===== src/rtl/wkp_pkg.sv =====
package wkp_pkg;

    localparam int NUM_FILT = 4;
    localparam int MASK_W   = 31;
    localparam int OFS_W    = 8;
    localparam int CRC_W    = 16;
    localparam int REG_W    = 32;
    localparam int BYTE_W   = 8;
    localparam int IDX_W    = $clog2(NUM_FILT);
    localparam int REL_W    = $clog2(MASK_W);
    localparam int POS_W    = OFS_W + 2;

    localparam logic [CRC_W-1:0] CRC_POLY = 16'h8005;
    localparam logic [CRC_W-1:0] CRC_SEED = 16'hFFFF;

    localparam int CMD_EN_BIT = 0;
    localparam int CMD_MC_BIT = 3;

    typedef enum logic [1:0] {
        FLD_MASK = 2'd0,
        FLD_OFS  = 2'd1,
        FLD_CMD  = 2'd2,
        FLD_CRC  = 2'd3
    } fld_e;

    typedef struct packed {
        logic [MASK_W-1:0] mask;
        logic [OFS_W-1:0]  ofs;
        logic              en;
        logic              mcast;
        logic [CRC_W-1:0]  crc;
    } filt_cfg_t;

    typedef struct packed {
        logic              vld;
        logic              sof;
        logic              eof;
        logic              mcast;
        logic [POS_W-1:0]  pos;
        logic [BYTE_W-1:0] data;
    } rx_beat_t;

    // One byte through the CRC, least significant bit first.
    function automatic logic [CRC_W-1:0] crc_step(input logic [CRC_W-1:0] c,
                                                  input logic [BYTE_W-1:0] d);
        logic [CRC_W-1:0] r;
        logic fb;
        r = c;
        for (int i = 0; i < BYTE_W; i++) begin
            fb = r[CRC_W-1] ^ d[i];
            r  = {r[CRC_W-2:0], 1'b0} ^ (fb ? CRC_POLY : '0);
        end
        return r;
    endfunction

    // Index of the highest set mask bit (0 when the mask is empty).
    function automatic logic [REL_W-1:0] top_bit(input logic [MASK_W-1:0] m);
        logic [REL_W-1:0] t;
        t = '0;
        for (int i = 0; i < MASK_W; i++) begin
            if (m[i]) t = REL_W'(i);
        end
        return t;
    endfunction

endpackage


===== src/rtl/wkp_cfg_regs.sv =====
module wkp_cfg_regs
    import wkp_pkg::*;
#(
    parameter int N = NUM_FILT
) (
    input  logic                clk_i,
    input  logic                rst_i,
    input  logic                wr_en_i,
    input  logic [IDX_W-1:0]    wr_idx_i,
    input  fld_e                wr_fld_i,
    input  logic [REG_W-1:0]    wr_data_i,
    input  logic                frame_start_i,
    output filt_cfg_t           stage_o [N],
    output filt_cfg_t           live_o  [N]
);

    logic unused_bits;
    assign unused_bits = ^{wr_data_i[REG_W-1:MASK_W], wr_data_i[2:1]};

    for (genvar g = 0; g < N; g++) begin : g_slot
        filt_cfg_t stage_q, live_q;
        logic      hit_slot;

        assign hit_slot = wr_en_i && (wr_idx_i == IDX_W'(g));

        always_ff @(posedge clk_i) begin
            if (rst_i) begin
                stage_q <= '0;
            end else if (hit_slot) begin
                case (wr_fld_i)
                    FLD_MASK: stage_q.mask <= wr_data_i[MASK_W-1:0];
                    FLD_OFS:  stage_q.ofs  <= wr_data_i[OFS_W-1:0];
                    FLD_CMD: begin
                        stage_q.en    <= wr_data_i[CMD_EN_BIT];
                        stage_q.mcast <= wr_data_i[CMD_MC_BIT];
                    end
                    FLD_CRC:  stage_q.crc  <= wr_data_i[CRC_W-1:0];
                    default:  stage_q      <= stage_q;
                endcase
            end
        end

        always_ff @(posedge clk_i) begin
            if (rst_i) begin
                live_q <= '0;
            end else if (frame_start_i) begin
                live_q <= stage_q;
            end
        end

        assign stage_o[g] = stage_q;
        assign live_o[g]  = live_q;
    end

endmodule


===== src/rtl/wkp_frame_track.sv =====
module wkp_frame_track
    import wkp_pkg::*;
(
    input  logic              clk_i,
    input  logic              rst_i,
    input  logic              rx_valid_i,
    input  logic              rx_sof_i,
    input  logic              rx_eof_i,
    input  logic [BYTE_W-1:0] rx_data_i,
    output rx_beat_t          beat_o,
    output logic              frame_start_o
);

    localparam logic [POS_W-1:0] POS_MAX = '1;

    logic             in_frame_q;
    logic [POS_W-1:0] pos_q;
    logic             mc_q;
    logic             take;
    logic [POS_W-1:0] pos_cur;
    logic             mc_cur;

    assign take    = rx_valid_i && (rx_sof_i || in_frame_q);
    assign pos_cur = rx_sof_i ? '0 : pos_q;
    assign mc_cur  = rx_sof_i ? rx_data_i[0] : mc_q;

    always_ff @(posedge clk_i) begin
        if (rst_i) begin
            in_frame_q <= 1'b0;
            pos_q      <= '0;
            mc_q       <= 1'b0;
        end else if (take) begin
            in_frame_q <= !rx_eof_i;
            pos_q      <= (pos_cur == POS_MAX) ? POS_MAX : pos_cur + 1'b1;
            mc_q       <= mc_cur;
        end
    end

    always_comb begin
        beat_o.vld   = take;
        beat_o.sof   = rx_valid_i && rx_sof_i;
        beat_o.eof   = rx_eof_i;
        beat_o.mcast = mc_cur;
        beat_o.pos   = pos_cur;
        beat_o.data  = rx_data_i;
    end

    assign frame_start_o = rx_valid_i && rx_sof_i;

endmodule


===== src/rtl/wkp_filter.sv =====
module wkp_filter
    import wkp_pkg::*;
(
    input  logic      clk_i,
    input  logic      rst_i,
    input  rx_beat_t  beat_i,
    input  filt_cfg_t cfg_i,
    output logic      accept_o
);

    logic [CRC_W-1:0] crc_q, crc_cur, crc_nx;
    logic             done_q, done_cur, done_nx;
    logic [POS_W:0]   rel_full;
    logic [REL_W-1:0] rel;
    logic [MASK_W:0]  mask_ext;
    logic             in_win;
    logic             sel;

    assign rel_full = {1'b0, beat_i.pos} - (POS_W+1)'(cfg_i.ofs);
    assign in_win   = !rel_full[POS_W] && (rel_full < (POS_W+1)'(MASK_W));
    assign rel      = rel_full[REL_W-1:0];
    assign mask_ext = {1'b0, cfg_i.mask};
    assign sel      = beat_i.vld && in_win && mask_ext[rel];

    assign crc_cur  = beat_i.sof ? CRC_SEED : crc_q;
    assign done_cur = beat_i.sof ? (cfg_i.mask == '0) : done_q;
    assign crc_nx   = sel ? crc_step(crc_cur, beat_i.data) : crc_cur;
    assign done_nx  = done_cur || (sel && (rel == top_bit(cfg_i.mask)));

    always_ff @(posedge clk_i) begin
        if (rst_i) begin
            crc_q  <= CRC_SEED;
            done_q <= 1'b0;
        end else if (beat_i.vld) begin
            crc_q  <= crc_nx;
            done_q <= done_nx;
        end
    end

    assign accept_o = beat_i.vld && beat_i.eof && cfg_i.en && done_nx
                   && (crc_nx == cfg_i.crc) && (cfg_i.mcast == beat_i.mcast);

endmodule


===== src/rtl/wkp_filter_bank.sv =====
module wkp_filter_bank
    import wkp_pkg::*;
#(
    parameter int N = NUM_FILT
) (
    input  logic              clk_i,
    input  logic              rst_i,
    input  logic              rx_valid_i,
    input  logic              rx_sof_i,
    input  logic              rx_eof_i,
    input  logic [BYTE_W-1:0] rx_data_i,
    input  logic              wr_en_i,
    input  logic [IDX_W-1:0]  wr_idx_i,
    input  logic [1:0]        wr_fld_i,
    input  logic [REG_W-1:0]  wr_data_i,
    output logic [N-1:0]      match_o,
    output logic              wake_o
);

    rx_beat_t  beat;
    logic      frame_start;
    filt_cfg_t stage [N];
    filt_cfg_t live  [N];
    filt_cfg_t cfg_eff [N];
    logic [N-1:0] accept;
    logic [N-1:0] eff_en;
    logic [N-1:0] eff_mc;
    logic         beat_mc;
    logic [N-1:0] match_q;
    logic         wake_q;

    wkp_frame_track u_track (
        .clk_i         (clk_i),
        .rst_i         (rst_i),
        .rx_valid_i    (rx_valid_i),
        .rx_sof_i      (rx_sof_i),
        .rx_eof_i      (rx_eof_i),
        .rx_data_i     (rx_data_i),
        .beat_o        (beat),
        .frame_start_o (frame_start)
    );

    wkp_cfg_regs #(.N(N)) u_regs (
        .clk_i         (clk_i),
        .rst_i         (rst_i),
        .wr_en_i       (wr_en_i),
        .wr_idx_i      (wr_idx_i),
        .wr_fld_i      (fld_e'(wr_fld_i)),
        .wr_data_i     (wr_data_i),
        .frame_start_i (frame_start),
        .stage_o       (stage),
        .live_o        (live)
    );

    for (genvar g = 0; g < N; g++) begin : g_filt
        // The first byte of a frame already sees the staged settings.
        assign cfg_eff[g] = frame_start ? stage[g] : live[g];
        assign eff_en[g]  = cfg_eff[g].en;
        assign eff_mc[g]  = cfg_eff[g].mcast;

        wkp_filter u_filt (
            .clk_i    (clk_i),
            .rst_i    (rst_i),
            .beat_i   (beat),
            .cfg_i    (cfg_eff[g]),
            .accept_o (accept[g])
        );
    end

    assign beat_mc = beat.mcast;

    always_ff @(posedge clk_i) begin
        if (rst_i) begin
            match_q <= '0;
            wake_q  <= 1'b0;
        end else begin
            match_q <= accept;
            wake_q  <= |accept;
        end
    end

    assign match_o = match_q;
    assign wake_o  = wake_q;

endmodule


===== config.mk =====
export PLATFORM = sky130hd
export DESIGN_NAME = wkp_filter_bank
export DESIGN_NICKNAME = d
export VERILOG_FILES = /design/src/rtl/wkp_pkg.sv /design/src/rtl/wkp_cfg_regs.sv /design/src/rtl/wkp_frame_track.sv /design/src/rtl/wkp_filter.sv /design/src/rtl/wkp_filter_bank.sv
export SDC_FILE = /design/constraint.sdc
export NUM_CORES = 1
export LEC_CHECK = 0
export BUFFER_PORTS_ARGS = -buffer_cell sky130_fd_sc_hd__clkbuf_2
export CORE_UTILIZATION = 59
export CTS_CLUSTER_SIZE = 30
export DETAILED_ROUTE_END_ITERATION = 16
export GPL_ROUTABILITY_DRIVEN = 0
export PLACE_DENSITY_LB_ADDON = 0.25
export SYNTH_ARGS = -nofsm -noshare
export SYNTH_HDL_FRONTEND = slang
export SYNTH_SLANG_ARGS = --single-unit

===== constraint.sdc =====
create_clock -name clk_i -period 24.1 [get_ports clk_i]
set_input_delay 4.82 -clock clk_i [delete_from_list [all_inputs] [get_ports clk_i]]
set_output_delay 4.82 -clock clk_i [all_outputs]
set_load 0.05 [all_outputs]

==> results of run 1 <==
[through the flow]
step / instances / total power [mW] / hold slack (ns)
after floorplan: 3580 / 1.12 / 0.432
after global placement: 4090 / 1.18 / 0.441
after detailed placement: 4090 / 1.19 / 0.447
after CTS: 4197 / 2.09 / 0.454
after global routing: 4197 / 2.15 / 0.481
final: 4197 / 2.09 / 0.454
[routing by layer]
layer	vias up	track usage, %	part of all wire (%)
met2	1348	53.6	44
met4	2	19.0	5.5
met5	-	0	0.015
met3	255	5.47	9.3
li1	12337	-	-
met1	12618	44.5	41
[path summary, 6_finish.rpt]
path	start	endpoint	slack, ns	cells past startpoint
setup reg to reg	u_track.pos_q[0]	wake_o	17.93	18
setup / recovery	rx_valid_i	wake_o	12.10	23
hold reg to reg	u_regs.live_o[140]	u_regs.live_o[140]	0.45	2
hold / removal	u_regs.live_o[140]	u_regs.live_o[140]	0.45	2
[area by class of cell]
| cell class | instances | area share (%) |
|---|---|---|
| clock buffers | 82 | 5.40 |
| clock inverters | 25 | 0.845 |
| inverters | 79 | 0.945 |
| multi-input cells | 2715 | 53.9 |
| flip-flops and latches | 541 | 34.5 |
| well taps | 664 | 2.65 |
| repair buffers | 91 | 1.79 |
[power by group]
group | total, mW | internal, mW | switching, mW | leakage, nW
sequential | 0.913 | 0.904 | 0.00933 | 4.37
combinational | 0.264 | 0.0885 | 0.175 | 6.28
clock | 0.917 | 0.540 | 0.376 | 0.971
total | 2.09 | 1.53 | 0.561 | 11.6
[state kept, by name (all words and copies together), names as in the netlist]
| register | flops |
|---|---|
| u_regs.stage_o | 228 |
| g_filt.u_filt.done_q | 4 |
| u_track.pos_q | 10 |
| wake_o | 1 |
| match_o | 4 |
| u_track.in_frame_q | 1 |
| u_regs.live_o | 228 |
| u_track.mc_q | 1 |
| g_filt.u_filt.crc_q | 64 |
[cells by family after synthesis]
group | Yosys count | share of synthesized area (%)
flops | 541 | 37.1
mux | 244 | 10.3
compound gates | 846 | 18.2
xor+xnor | 193 | 6.24
fa+ha+maj | 37 | 1.69
buf+inv | 324 | 5.10
simple gates | 1395 | 21.3
[worst max-delay path, stage by stage]
cell and delay [ns]:
clkbuf_2 0.08, buf_4 0.28, nand2_8 0.51, buf_4 0.73
buf_4 0.84, nand2_1 0.15, nand2_1 0.11, ha_1 0.17
inv_1 0.06, fa_1 0.48, xor2_2 0.43, mux4_2 0.58
mux2i_1 0.15, mux2i_1 0.12, nor3_1 0.31, nor4_4 0.08
buf_4 0.30, and4_1 0.29, or4_1 0.53, a221oi_1 0.37
o2111ai_1 0.29, a2111oi_4 0.50, or4_1 0.18
[cells in the final DEF (no fill, tap or decap), drive strengths merged, types with 33 or more instances in the layout]
cell type,count
xnor2,108
mux2i,188
a21oi,411
xor2,82
o21ai,113
a211oi,43
nor3,64
nand3,35
ha,33
inv,80
dfxtp,541
mux4,44
buf,40
nand2,734
clkbuf,133
nor2,320
==> impl_metrics.json, run 1 <==
{
  "violations": "DRC",
  "cts-root-buf": "clkbuf_16",
  "syn_area_um2": 29200,
  "netlist_top_cells_area": "dfxtp_1, nand2_1, a21oi_1",
  "fin_util_pct": 64.2,
  "die_area_um2": 50400,
  "rsz0062_at_grt": "no",
  "finalMaxSlewViolations": 0,
  "rows": 81,
  "fill_cells": 4144,
  "drive_gt1_share_pct": 8.77,
  "worst_ir_drop_vdd_uv": 64.8,
  "finalSetupViolCount": 0,
  "cp_max_fo": 81,
  "wl_mm": 87.1,
  "die_h_um": 224,
  "antenna_found_initial": 1,
  "synth_commonest_cells": "nand2_1, dfxtp_1, a21oi_1",
  "cts_hold_buf": 0,
  "grt_pass1_wl_mm": 136,
  "worst_setup_path_end_kind": "flip-flop",
  "synth_seq_area_share_pct": 37.1,
  "p_leak_nw": 11.6,
  "worst_skew_pair.late_latency_ns": 0.63,
  "synth-edff-count": 0,
  "relSlewSlack_pct": 12.9,
  "syn_area_per_cell_um2": 8.15,
  "drtIter0Drc": 2781,
  "fin_setup_tns_ns": 0,
  "wl_per_cell_um": 20.8,
  "chipWidth_um": 224,
  "synth_flop_cell": "dfxtp_1",
  "start_kind": "input port",
  "yosysMostFrequentCell": "nand2_1",
  "drtAntennaViolNets": 0,
  "ys_warn_count": 0,
  "power.density_nw_per_um2": 66.7,
  "htreeDepth": 2,
  "synth-seq-cells": 541,
  "cts_setup_buffers": 0,
  "cts_buffers": 57,
  "cts_tree": "yes",
  "cts_resized": 0,
  "nets": 3572,
  "synth_top_area_share_pct": 37.1,
  "start_util_pct": 59.8,
  "synth_largest_area_cell": "dfxtp_1",
  "arrival_ns": 12.57,
  "finClkSkew_ns": 0.0237,
  "grt_max_degree": 121,
  "max_freq_mhz": 83.3,
  "ys_types": 112,
  "worstMarginPinSlew_ns": 1.29,
  "grtUsageTotal_pct": 34.0,
  "hold_viol_final": 0,
  "viasPerCell": 6.33,
  "grt_pass1_vias": 25097,
  "async_flop_share_pct": 0,
  "required_ns": 24.67,
  "hp-class": "reg -> reg",
  "cts.sinks": 541,
  "areaGrowthSynthToFinish_pct": 7.48,
  "outcome": "finished, violations left",
  "drv_cap": 0,
  "fin_area_um2": 31400,
  "setup_ws_ns": 12.10,
  "place_ws_ns": 11.58,
  "clk_pin_slew_ns": 0.06,
  "hpwl_mm": 56.7,
  "multi_input_area_um2": 16900,
  "period_share_pct": 49.8,
  "clockBufferDepth": 3,
  "vias": 26560,
  "place_area_um2": 29400,
  "drc_errors": 2,
  "synth_nets": 3667,
  "io_buffers": 53,
  "pin_count": 55,
  "gr-total-overflow": 0,
  "ff_latch_area_um2": 10800,
  "core_area_um2": 48800,
  "first_pass_iters": 13,
  "num_antenna_cells": 0,
  "period_needed_ns": 12.00,
  "path_class": "in -> reg",
  "syn_inst": 3580
}
No activity file was read; power rests on OpenSTA's default activity.
==> run 2, diff against run 1 <==
--- a/config.mk
+++ b/config.mk
@@ -5,6 +5,7 @@
 export SDC_FILE = /design/constraint.sdc
 export NUM_CORES = 1
 export LEC_CHECK = 0
+export ABC_AREA = 1
 export BUFFER_PORTS_ARGS = -buffer_cell sky130_fd_sc_hd__clkbuf_2
 export CORE_UTILIZATION = 59
 export CTS_CLUSTER_SIZE = 30
==> constraint.sdc (replaced) <==
create_clock -name clk_i -period 12.6 [get_ports clk_i]
set_input_delay 2.52 -clock clk_i [delete_from_list [all_inputs] [get_ports clk_i]]
set_output_delay 2.52 -clock clk_i [all_outputs]
set_load 0.05 [all_outputs]
==> impl_metrics.json, run 2 <==
{
  "drtIter0Drc": 2499,
  "io_buffers": 53,
  "finalMaxSlewViolations": 0,
  "cts.sinks": 541,
  "antenna_found_initial": 2,
  "synth_seq_area_share_pct": 42.0,
  "hpwl_mm": 46.3,
  "worst_setup_path_end_kind": "flip-flop",
  "grtUsageTotal_pct": 32.0,
  "syn_area_per_cell_um2": 7.29,
  "start_kind": "input port",
  "fin_util_pct": 65.1,
  "ys_types": 58,
  "worstMarginPinSlew_ns": 1.15,
  "grt_pass1_vias": 22230,
  "period_share_pct": 68.0,
  "setup_ws_ns": 4.03,
  "first_pass_iters": 6,
  "viasPerCell": 5.67,
  "power.density_nw_per_um2": 146,
  "worst_skew_pair.late_latency_ns": 0.61,
  "chipWidth_um": 211,
  "htreeDepth": 2,
  "p_leak_nw": 13.0,
  "hold_viol_final": 0,
  "synth_nets": 3627,
  "async_flop_share_pct": 0,
  "cts_resized": 0,
  "rows": 76,
  "gr-usage-met3_pct": 5.56,
  "outcome": "finished clean",
  "busiest_layer": "met2",
  "relSlewSlack_pct": 23.3,
  "cp_max_fo": 81,
  "syn_inst": 3540,
  "final_common_cell": "nor2_1",
  "die_area_um2": 44600,
  "ys_warn_count": 0,
  "synth_top_area_share_pct": 42.0,
  "max_freq_mhz": 117,
  "grt_max_degree": 129,
  "holdWs_ns": 0.444,
  "synth_flop_cell": "dfxtp_1",
  "wl_mm": 71.4,
  "p_total_mw": 4.09,
  "cts_tree": "yes",
  "synth-edff-count": 0,
  "core_area_um2": 43100,
  "met2_usage_pct": 51.6,
  "arrival_ns": 9.10,
  "wl_per_cell_um": 17.3,
  "hp-class": "reg -> reg",
  "drive_gt1_share_pct": 9.45,
  "period_needed_ns": 8.57,
  "netlist_top_cells_area": "dfxtp_1, nor2_1, o21ai_0",
  "final_cell_mix": "nor2_1, dfxtp_1, nand2_1",
  "slowest_stage": "fa_1",
  "areaGrowthSynthToFinish_pct": 8.65,
  "vias": 23376,
  "syn_area_um2": 25800,
  "rsz0062_at_grt": "no",
  "clockBufferDepth": 3,
  "synth_commonest_cells": "nor2_1, dfxtp_1, nand2_1",
  "pin_count": 55,
  "drtAntennaViolNets": 0,
  "finClkSkew_ns": 0.0236,
  "cts_buffers": 55,
  "required_ns": 13.13,
  "die_h_um": 211,
  "finalSetupViolCount": 0,
  "nets": 3579,
  "fin_setup_tns_ns": 0,
  "cts_hold_buf": 0,
  "synth_largest_area_cell": "dfxtp_1",
  "drv_cap": 0,
  "cts_setup_buffers": 0,
  "synth-seq-cells": 541,
  "clk_pin_slew_ns": 0.06,
  "grt_util_met1_pct": 42.3,
  "cpPeakStageDelay_ns": 0.77,
  "gr-total-overflow": 0,
  "yosysMostFrequentCell": "nor2_1",
  "drc_errors": 0,
  "grt_pass1_wl_mm": 114,
  "place_ws_ns": 3.64,
  "worst_ir_drop_vdd_uv": 106,
  "start_util_pct": 59.9,
  "path_class": "in -> reg",
  "cts-root-buf": "clkbuf_16"
}
run 2: layout make-up:
| class | instances | area, µm² |
|---|---|---|
| Multi-Input combinational cell | 2525 | 13000 |
| Clock inverter | 18 | 254 |
| Timing Repair Buffer | 73 | 424 |
| Antenna cell | 1 | 2.50 |
| Fill cell | 3702 | 15000 |
| Sequential cell | 541 | 10800 |
| Inverter | 296 | 1120 |
| Clock buffer | 82 | 1640 |
| Tap cell | 585 | 732 |
run 2: metrics by stage:
stage / cell area (µm²) / cells
6_report: 28000 / 4121
5_1_grt: 28000 / 4121
4_1_cts: 28000 / 4120
3_5_place_dp: 26100 / 4020
3_3_place_gp: 26100 / 4020
2_1_floorplan: 25800 / 3540
run 2: layer usage:
| layer | wire (µm) | up-vias | part of all wire [%] |
|---|---|---|---|
| met5 | 0 | - | 0 |
| met4 | 2570 | 0 | 3.6 |
| met3 | 6190 | 174 | 8.7 |
| met2 | 32000 | 976 | 45 |
| met1 | 30600 | 10948 | 43 |
| li1 | - | 11278 | - |
run 2: report_power, final:
part | internal [mW] | total [mW] | switching (mW)
Sequential | 1.76 | 1.78 | 0.0158
Combinational | 0.200 | 0.610 | 0.410
Clock | 1.02 | 1.70 | 0.681
run 2: logic make-up (layout without fill, tap and decap cells):
logic type      count (synthesis)  in the layout  synth area share (%)
simple gates                 1555           1555                  25.1
compound gates                703            703                  14.8
flops                         541            541                  42.0
buf+inv                       474            469                  7.55
xor+xnor                      139            139                  5.14
mux                            91             91                  3.53
fa+ha+maj                      37             37                  1.91
other cells                     0              1                     0
run 2: path summary, 6_finish.rpt:
path | slack (ns) | endpoint | cells past startpoint | from
max | 4.03 | wake_o | 30 | rx_valid_i
min | 0.44 | u_regs.stage_o[186] | 2 | u_regs.stage_o[186]
min reg2reg | 0.44 | u_regs.stage_o[186] | 2 | u_regs.stage_o[186]
max reg2reg | 7.06 | wake_o | 28 | u_track.pos_q[1]
run 2: critical path: cells and delay by family:
kind	cells	cell delay (ns)
simple gates	15	2.73
buf+inv	8	1.90
compound gates	5	0.95
fa+ha+maj	2	0.91
